[config.mk]
export PLATFORM = sky130hd
export DESIGN_NAME = i2cmon_top
export DESIGN_NICKNAME = d
export VERILOG_FILES = /design/src/rtl/i2cmon_pkg.sv /design/src/rtl/i2cmon_cond.sv /design/src/rtl/i2cmon_fsm.sv /design/src/rtl/i2cmon_top.sv
export SDC_FILE = /design/constraint.sdc
export NUM_CORES = 1
export LEC_CHECK = 0
export BUFFER_PORTS_ARGS = -buffer_cell sky130_fd_sc_hd__buf_2
export CAP_MARGIN = 20
export CORE_MARGIN = 2
export CORE_UTILIZATION = 50
export DETAILED_ROUTE_END_ITERATION = 12
export PLACE_DENSITY = 0.71
export SLEW_MARGIN = 20
export SYNTH_ARGS = -nofsm -noshare
export SYNTH_HDL_FRONTEND = slang
export SYNTH_SLANG_ARGS = --single-unit
[constraint.sdc]
create_clock -name clk -period 2.1 [get_ports clk]
set_clock_uncertainty 0.1 [all_clocks]
set_input_delay 0.21 -clock clk [delete_from_list [all_inputs] [get_ports clk]]
set_output_delay 0.21 -clock clk [all_outputs]
set_load 0.01 [all_outputs]
[src/rtl/i2cmon_pkg.sv]
package i2cmon_pkg;
    localparam int BYTE_W = 8;
    localparam int CODE_W = 4;
    localparam int CNT_W  = $clog2(BYTE_W);

    typedef enum logic [CODE_W-1:0] {
        EV_START   = 4'd0,
        EV_RSTART  = 4'd1,
        EV_STOP    = 4'd2,
        EV_ACK     = 4'd3,
        EV_NACK    = 4'd4,
        EV_ADDR_RD = 4'd5,
        EV_ADDR_WR = 4'd6,
        EV_DATA_RD = 4'd7,
        EV_DATA_WR = 4'd8
    } ev_code_e;

    typedef struct packed {
        logic              valid;
        ev_code_e          code;
        logic [BYTE_W-1:0] data;
    } ev_t;

    typedef struct packed {
        logic start;
        logic stop;
        logic rise;
        logic sda;
    } cond_t;

    typedef enum logic [1:0] {ST_HUNT, ST_ADDR, ST_DATA, ST_ACK} st_e;

    function automatic logic [BYTE_W-1:0] addr_view(input logic [BYTE_W-1:0] b,
                                                    input logic raw);
        return raw ? b : (b >> 1);
    endfunction
endpackage

[src/rtl/i2cmon_cond.sv]
module i2cmon_cond
    import i2cmon_pkg::*;
(
    input  logic  clk,
    input  logic  rst,
    input  logic  scl,
    input  logic  sda,
    output cond_t cond
);
    logic scl_q, sda_q;

    // previous levels start high: bus assumed idle
    always_ff @(posedge clk) begin
        if (rst) begin
            scl_q <= 1'b1;
            sda_q <= 1'b1;
        end else begin
            scl_q <= scl;
            sda_q <= sda;
        end
    end

    always_comb begin
        cond.start = scl & sda_q & ~sda;
        cond.stop  = scl & ~sda_q & sda;
        cond.rise  = ~scl_q & scl;
        cond.sda   = sda;
    end

    a_r3_cond_exclusive: assert property (@(posedge clk) disable iff (rst)
        !(cond.start && cond.stop));
endmodule

[src/rtl/i2cmon_fsm.sv]
module i2cmon_fsm
    import i2cmon_pkg::*;
(
    input  logic  clk,
    input  logic  rst,
    input  cond_t cond,
    input  logic  addr_raw,
    output ev_t   ev
);
    localparam logic [CNT_W-1:0] LAST = CNT_W'(BYTE_W - 1);

    st_e               state_q;
    logic [CNT_W-1:0]  cnt_q;
    logic [BYTE_W-2:0] acc_q;
    logic              open_q;
    logic              dir_rd_q;
    logic [BYTE_W-1:0] nb;

    always_comb nb = {acc_q, cond.sda};

    always_ff @(posedge clk) begin
        if (rst) begin
            state_q  <= ST_HUNT;
            cnt_q    <= '0;
            acc_q    <= '0;
            open_q   <= 1'b0;
            dir_rd_q <= 1'b0;
            ev.valid <= 1'b0;
            ev.code  <= EV_START;
            ev.data  <= '0;
        end else begin
            ev.valid <= 1'b0;
            ev.code  <= EV_START;
            ev.data  <= '0;
            if (cond.start) begin
                ev.valid <= 1'b1;
                ev.code  <= open_q ? EV_RSTART : EV_START;
                open_q   <= 1'b1;
                state_q  <= ST_ADDR;
                cnt_q    <= '0;
                acc_q    <= '0;
            end else if (cond.stop && open_q) begin
                ev.valid <= 1'b1;
                ev.code  <= EV_STOP;
                open_q   <= 1'b0;
                dir_rd_q <= 1'b0;
                state_q  <= ST_HUNT;
            end else if (cond.rise) begin
                case (state_q)
                    ST_ADDR, ST_DATA: begin
                        acc_q <= nb[BYTE_W-2:0];
                        cnt_q <= cnt_q + 1'b1;
                        if (cnt_q == LAST) begin
                            cnt_q    <= '0;
                            state_q  <= ST_ACK;
                            ev.valid <= 1'b1;
                            if (state_q == ST_ADDR) begin
                                dir_rd_q <= nb[0];
                                ev.code  <= nb[0] ? EV_ADDR_RD : EV_ADDR_WR;
                                ev.data  <= addr_view(nb, addr_raw);
                            end else begin
                                ev.code  <= dir_rd_q ? EV_DATA_RD : EV_DATA_WR;
                                ev.data  <= nb;
                            end
                        end
                    end
                    ST_ACK: begin
                        ev.valid <= 1'b1;
                        ev.code  <= cond.sda ? EV_NACK : EV_ACK;
                        state_q  <= ST_DATA;
                        cnt_q    <= '0;
                        acc_q    <= '0;
                    end
                    default: ;
                endcase
            end
        end
    end

    a_r1_plain_start: assert property (@(posedge clk) disable iff (rst)
        (cond.start && !open_q) |=> (ev.valid && ev.code == EV_START && ev.data == '0));
    a_r2_repeat_start: assert property (@(posedge clk) disable iff (rst)
        (cond.start && open_q) |=> (ev.valid && ev.code == EV_RSTART));
    a_r3_stop_close: assert property (@(posedge clk) disable iff (rst)
        (cond.stop && open_q) |=> (ev.valid && ev.code == EV_STOP && !open_q));
    a_r3_idle_stop: assert property (@(posedge clk) disable iff (rst)
        (cond.stop && !open_q) |=> !ev.valid);
    a_r5_shifted_top: assert property (@(posedge clk) disable iff (rst)
        (cond.rise && !cond.start && !cond.stop && state_q == ST_ADDR && cnt_q == LAST && !addr_raw)
        |=> (ev.valid && ev.data[BYTE_W-1] == 1'b0));
    a_r6_ctrl_zero: assert property (@(posedge clk) disable iff (rst)
        (ev.valid && ev.code <= EV_NACK) |-> ev.data == '0);
    a_r8_code_range: assert property (@(posedge clk) disable iff (rst)
        ev.valid |-> ev.code <= EV_DATA_WR);
endmodule

[src/rtl/i2cmon_top.sv]
module i2cmon_top
    import i2cmon_pkg::*;
(
    input  logic              clk,
    input  logic              rst,
    input  logic              scl_i,
    input  logic              sda_i,
    input  logic              addr_raw_i,
    output logic              evt_valid_o,
    output logic [CODE_W-1:0] evt_code_o,
    output logic [BYTE_W-1:0] evt_data_o
);
    cond_t cond;
    ev_t   ev;

    i2cmon_cond u_cond (
        .clk  (clk),
        .rst  (rst),
        .scl  (scl_i),
        .sda  (sda_i),
        .cond (cond)
    );

    i2cmon_fsm u_fsm (
        .clk      (clk),
        .rst      (rst),
        .cond     (cond),
        .addr_raw (addr_raw_i),
        .ev       (ev)
    );

    assign evt_valid_o = ev.valid;
    assign evt_code_o  = ev.code;
    assign evt_data_o  = ev.data;

    a_r9_reset_quiet: assert property (@(posedge clk) rst |=> !evt_valid_o);
endmodule

==> impl_metrics.env <==
export IMPL_status="completed"
export IMPL_required_ns=2.26
export IMPL_synthCells=140
export IMPL_post_drt_wl_per_cell_um=14.5
export IMPL_drtIter0Drc=49
export IMPL_num_rows=18
export IMPL_clkTransAtPathRegs_ns=0.09
export IMPL_postCtsHoldBufs=0
export IMPL_hold_viol_final=0
export IMPL_place_hpwl_um=1900
export IMPL_worst_slew_pin_slew_ns=0.539
export IMPL_hp_class="input pin to register"
export IMPL_die_area_um2=3120
export IMPL_rsz0062_at_grt="no"
export IMPL_dr_wl_met2_um=1240
export IMPL_yosysSeqAreaShare=0.431
export IMPL_end_kind="register"
export IMPL_power_leakage_nw=0.567
export IMPL_final_antenna_net_count=0
export IMPL_worstSkewPairLatency_ns=0.32
export IMPL_grt_pass1_wl_um=4700
export IMPL_cpMaxStageDelayCell="or4_1"
export IMPL_min_period_ns=1.95
export IMPL_htreeDepth=2
export IMPL_antennaDiodeCount=0
export IMPL_path_max_fanout=13
export IMPL_synth_seq_cells=29
export IMPL_cts_tree="yes"
export IMPL_powerDensity_nw_per_um2=668
export IMPL_finalSetupViolCount=0
export IMPL_cp_start_kind="register"
export IMPL_numCtsBuffers=5
export IMPL_avgSynthCellArea_um2=9.62
export IMPL_coreArea_um2=2520
export IMPL_ioPinCount=18
export IMPL_synth_most_common_cell="dfxtp_1"
export IMPL_highest_layer="met4"
export IMPL_vdd_drop_max_v=0.000473
export IMPL_grt_usage=0.189
export IMPL_gp_congestion=0.824
export IMPL_synth_top_cell_area_share=0.431
export IMPL_root_buffer="clkbuf_4"
export IMPL_grt_pass1_vias=996
export IMPL_drv_cap=0
export IMPL_crit_end="u_fsm.acc_q[0]"
export IMPL_ys_warn_count=0
export IMPL_slew_violations=0
export IMPL_synth_largest_area_cell="dfxtp_1"
export IMPL_finalPower_w=0.00102
export IMPL_r2r_start="u_fsm.state_q[0]"
export IMPL_wl_met3_um=162
export IMPL_antenna_found_initial=0
export IMPL_setup_tns_ns=0
export IMPL_async_flop_share=0
export IMPL_worstPathArrival_ns=2.11
export IMPL_synthFlopType="dfxtp_1"
export IMPL_synth_edf_count=0
export IMPL_cp_slowest_stage_delay_ns=0.48
export IMPL_drive_above_1_share=0.226
export IMPL_post_route_util=0.605
export IMPL_drt_pass1_iterations=4
export IMPL_die_h_um=55.9
export IMPL_synth_common_cells="29 x dfxtp_1, 14 x a21oi_1, 12 x nand4b_1"
export IMPL_fmax_mhz=513
export IMPL_max_slew_margin=0.641
export IMPL_fp_dieW_um=55.9
export IMPL_post_cts_resized=0
export IMPL_path_class="register to register"
export IMPL_clk_path_buf_depth=2
export IMPL_synth_area_top_cells="dfxtp_1 43%, nand4b_1 7.8%, mux2i_1 5.9%"
export IMPL_grt_start_max_net_pins=17
export IMPL_overflow=0
export IMPL_worstHoldPathCells=2
export IMPL_syn_nets=151
export IMPL_initial_utilization=0.534
export IMPL_rr_worst_depth=5
export IMPL_fin_crit_sh=0.928
export IMPL_cp_startpoint="u_fsm.state_q[0]"
export IMPL_r2r_end="u_fsm.acc_q[0]"
export IMPL_reg2reg_slack_ns=0.15
export IMPL_wl_um=2740
export IMPL_viasPerCell=6.01
export IMPL_cts_sinks=29
export IMPL_wl_met1_um=1310
export IMPL_syn_cell_area_um2=1350
export IMPL_drc=0
export IMPL_vias=1136
export IMPL_synth_cell_types=34
export IMPL_portBuffers=17
export IMPL_cts_setup_buffers=0
export IMPL_fin_nets=169
export IMPL_whs_ns=0.0786
export IMPL_area_growth_pct=13.3
export IMPL_crit_path_cell_trace="inv_1 > ha_1 > or3b_4 > or4_1 > a21oi_1"
==> area by class of cell <==
| class | instances | area [um^2] |
|---|---|---|
| Tap cell | 30 | 37.5 |
| Clock inverter | 1 | 5.00 |
| Sequential cell | 29 | 581 |
| Fill cell | 215 | 997 |
| Clock buffer | 7 | 65.1 |
| Inverter | 3 | 11.3 |
| Timing Repair Buffer | 21 | 115 |
| Multi-Input combinational cell | 98 | 711 |
==> cell families (layout without fill, tap and decap cells) <==
| group | after synthesis | after routing | synth area share |
|---|---|---|---|
| compound gates | 36 | 36 | 0.165 |
| flops | 29 | 29 | 0.431 |
| mux | 9 | 9 | 0.0678 |
| fa+ha+maj | 6 | 6 | 0.0558 |
| simple gates | 47 | 47 | 0.240 |
| buf+inv | 13 | 32 | 0.0409 |
==> cells in the final DEF, fill, tap and decap left out, types with 2 or more instances in the layout <==
cell / n
nand3b_1: 2
o32ai_1: 2
nor2b_1: 2
mux2i_1: 8
a211oi_1: 3
o21ai_0: 10
dfxtp_1: 29
buf_4: 4
clkbuf_4: 5
nand2b_1: 6
nor3_1: 10
nand4b_1: 12
or2_2: 3
inv_1: 3
nand2_1: 2
clkbuf_8: 2
nor2_1: 2
ha_1: 6
a21oi_1: 14
and3b_1: 2
buf_2: 17
==> how the worst min path moves through the flow <==
| stage | from | endpoint | slack (ns) |
|---|---|---|---|
| finish | rst | u_fsm.open_q | 0.08 |
| global route | rst | u_fsm.open_q | 0.08 |
| CTS | rst | u_fsm.open_q | 0.07 |
| detailed placement | u_fsm.cnt_q[1] | u_fsm.cnt_q[1] | 0.39 |
| global placement | u_fsm.cnt_q[1] | u_fsm.cnt_q[1] | 0.37 |
| floorplan | scl_i | u_cond.scl_q | 0.35 |
==> per-stage QoR <==
stage,worst slack (ns),instances,area (um^2)
4_1_cts,0.165,189,1530
6_report,0.151,189,1530
3_3_place_gp,0.234,181,1460
3_5_place_dp,0.194,181,1460
2_1_floorplan,0.340,140,1350
5_1_grt,0.0526,189,1530
==> metal layers <==
layer  global-route usage  up-vias
li1                     -      560
met2                0.269       40
met3               0.0605        3
met5                    0        -
met1                0.269      533
met4               0.0680        0
==> state kept, by name, summed over array words and instances (netlist names) <==
name            cells
u_cond.sda_q        1
u_cond.scl_q        1
u_fsm.ev           13
u_fsm.acc_q         7
u_fsm.open_q        1
u_fsm.dir_rd_q      1
u_fsm.cnt_q         3
u_fsm.state_q       2
==> worst max-delay path: cells and delay by family (launching register included) <==
family,cells,cell delay [ns]
AOI/OAI and AO/OA,1,0.15
adders and majority gates,1,0.21
DFF,1,0.40
and+or+nand+nor,2,0.95
buffers and inverters,1,0.06
==> power by group <==
group | internal, W | total [W] | switching (W)
registers | 0.000555 | 0.000561 | 0.00000599
clock network | 0.000194 | 0.000391 | 0.000197
logic | 0.0000267 | 0.0000658 | 0.0000392
total | 0.000776 | 0.00102 | 0.000242
Note: power is estimated with default switching activity, not from simulation.
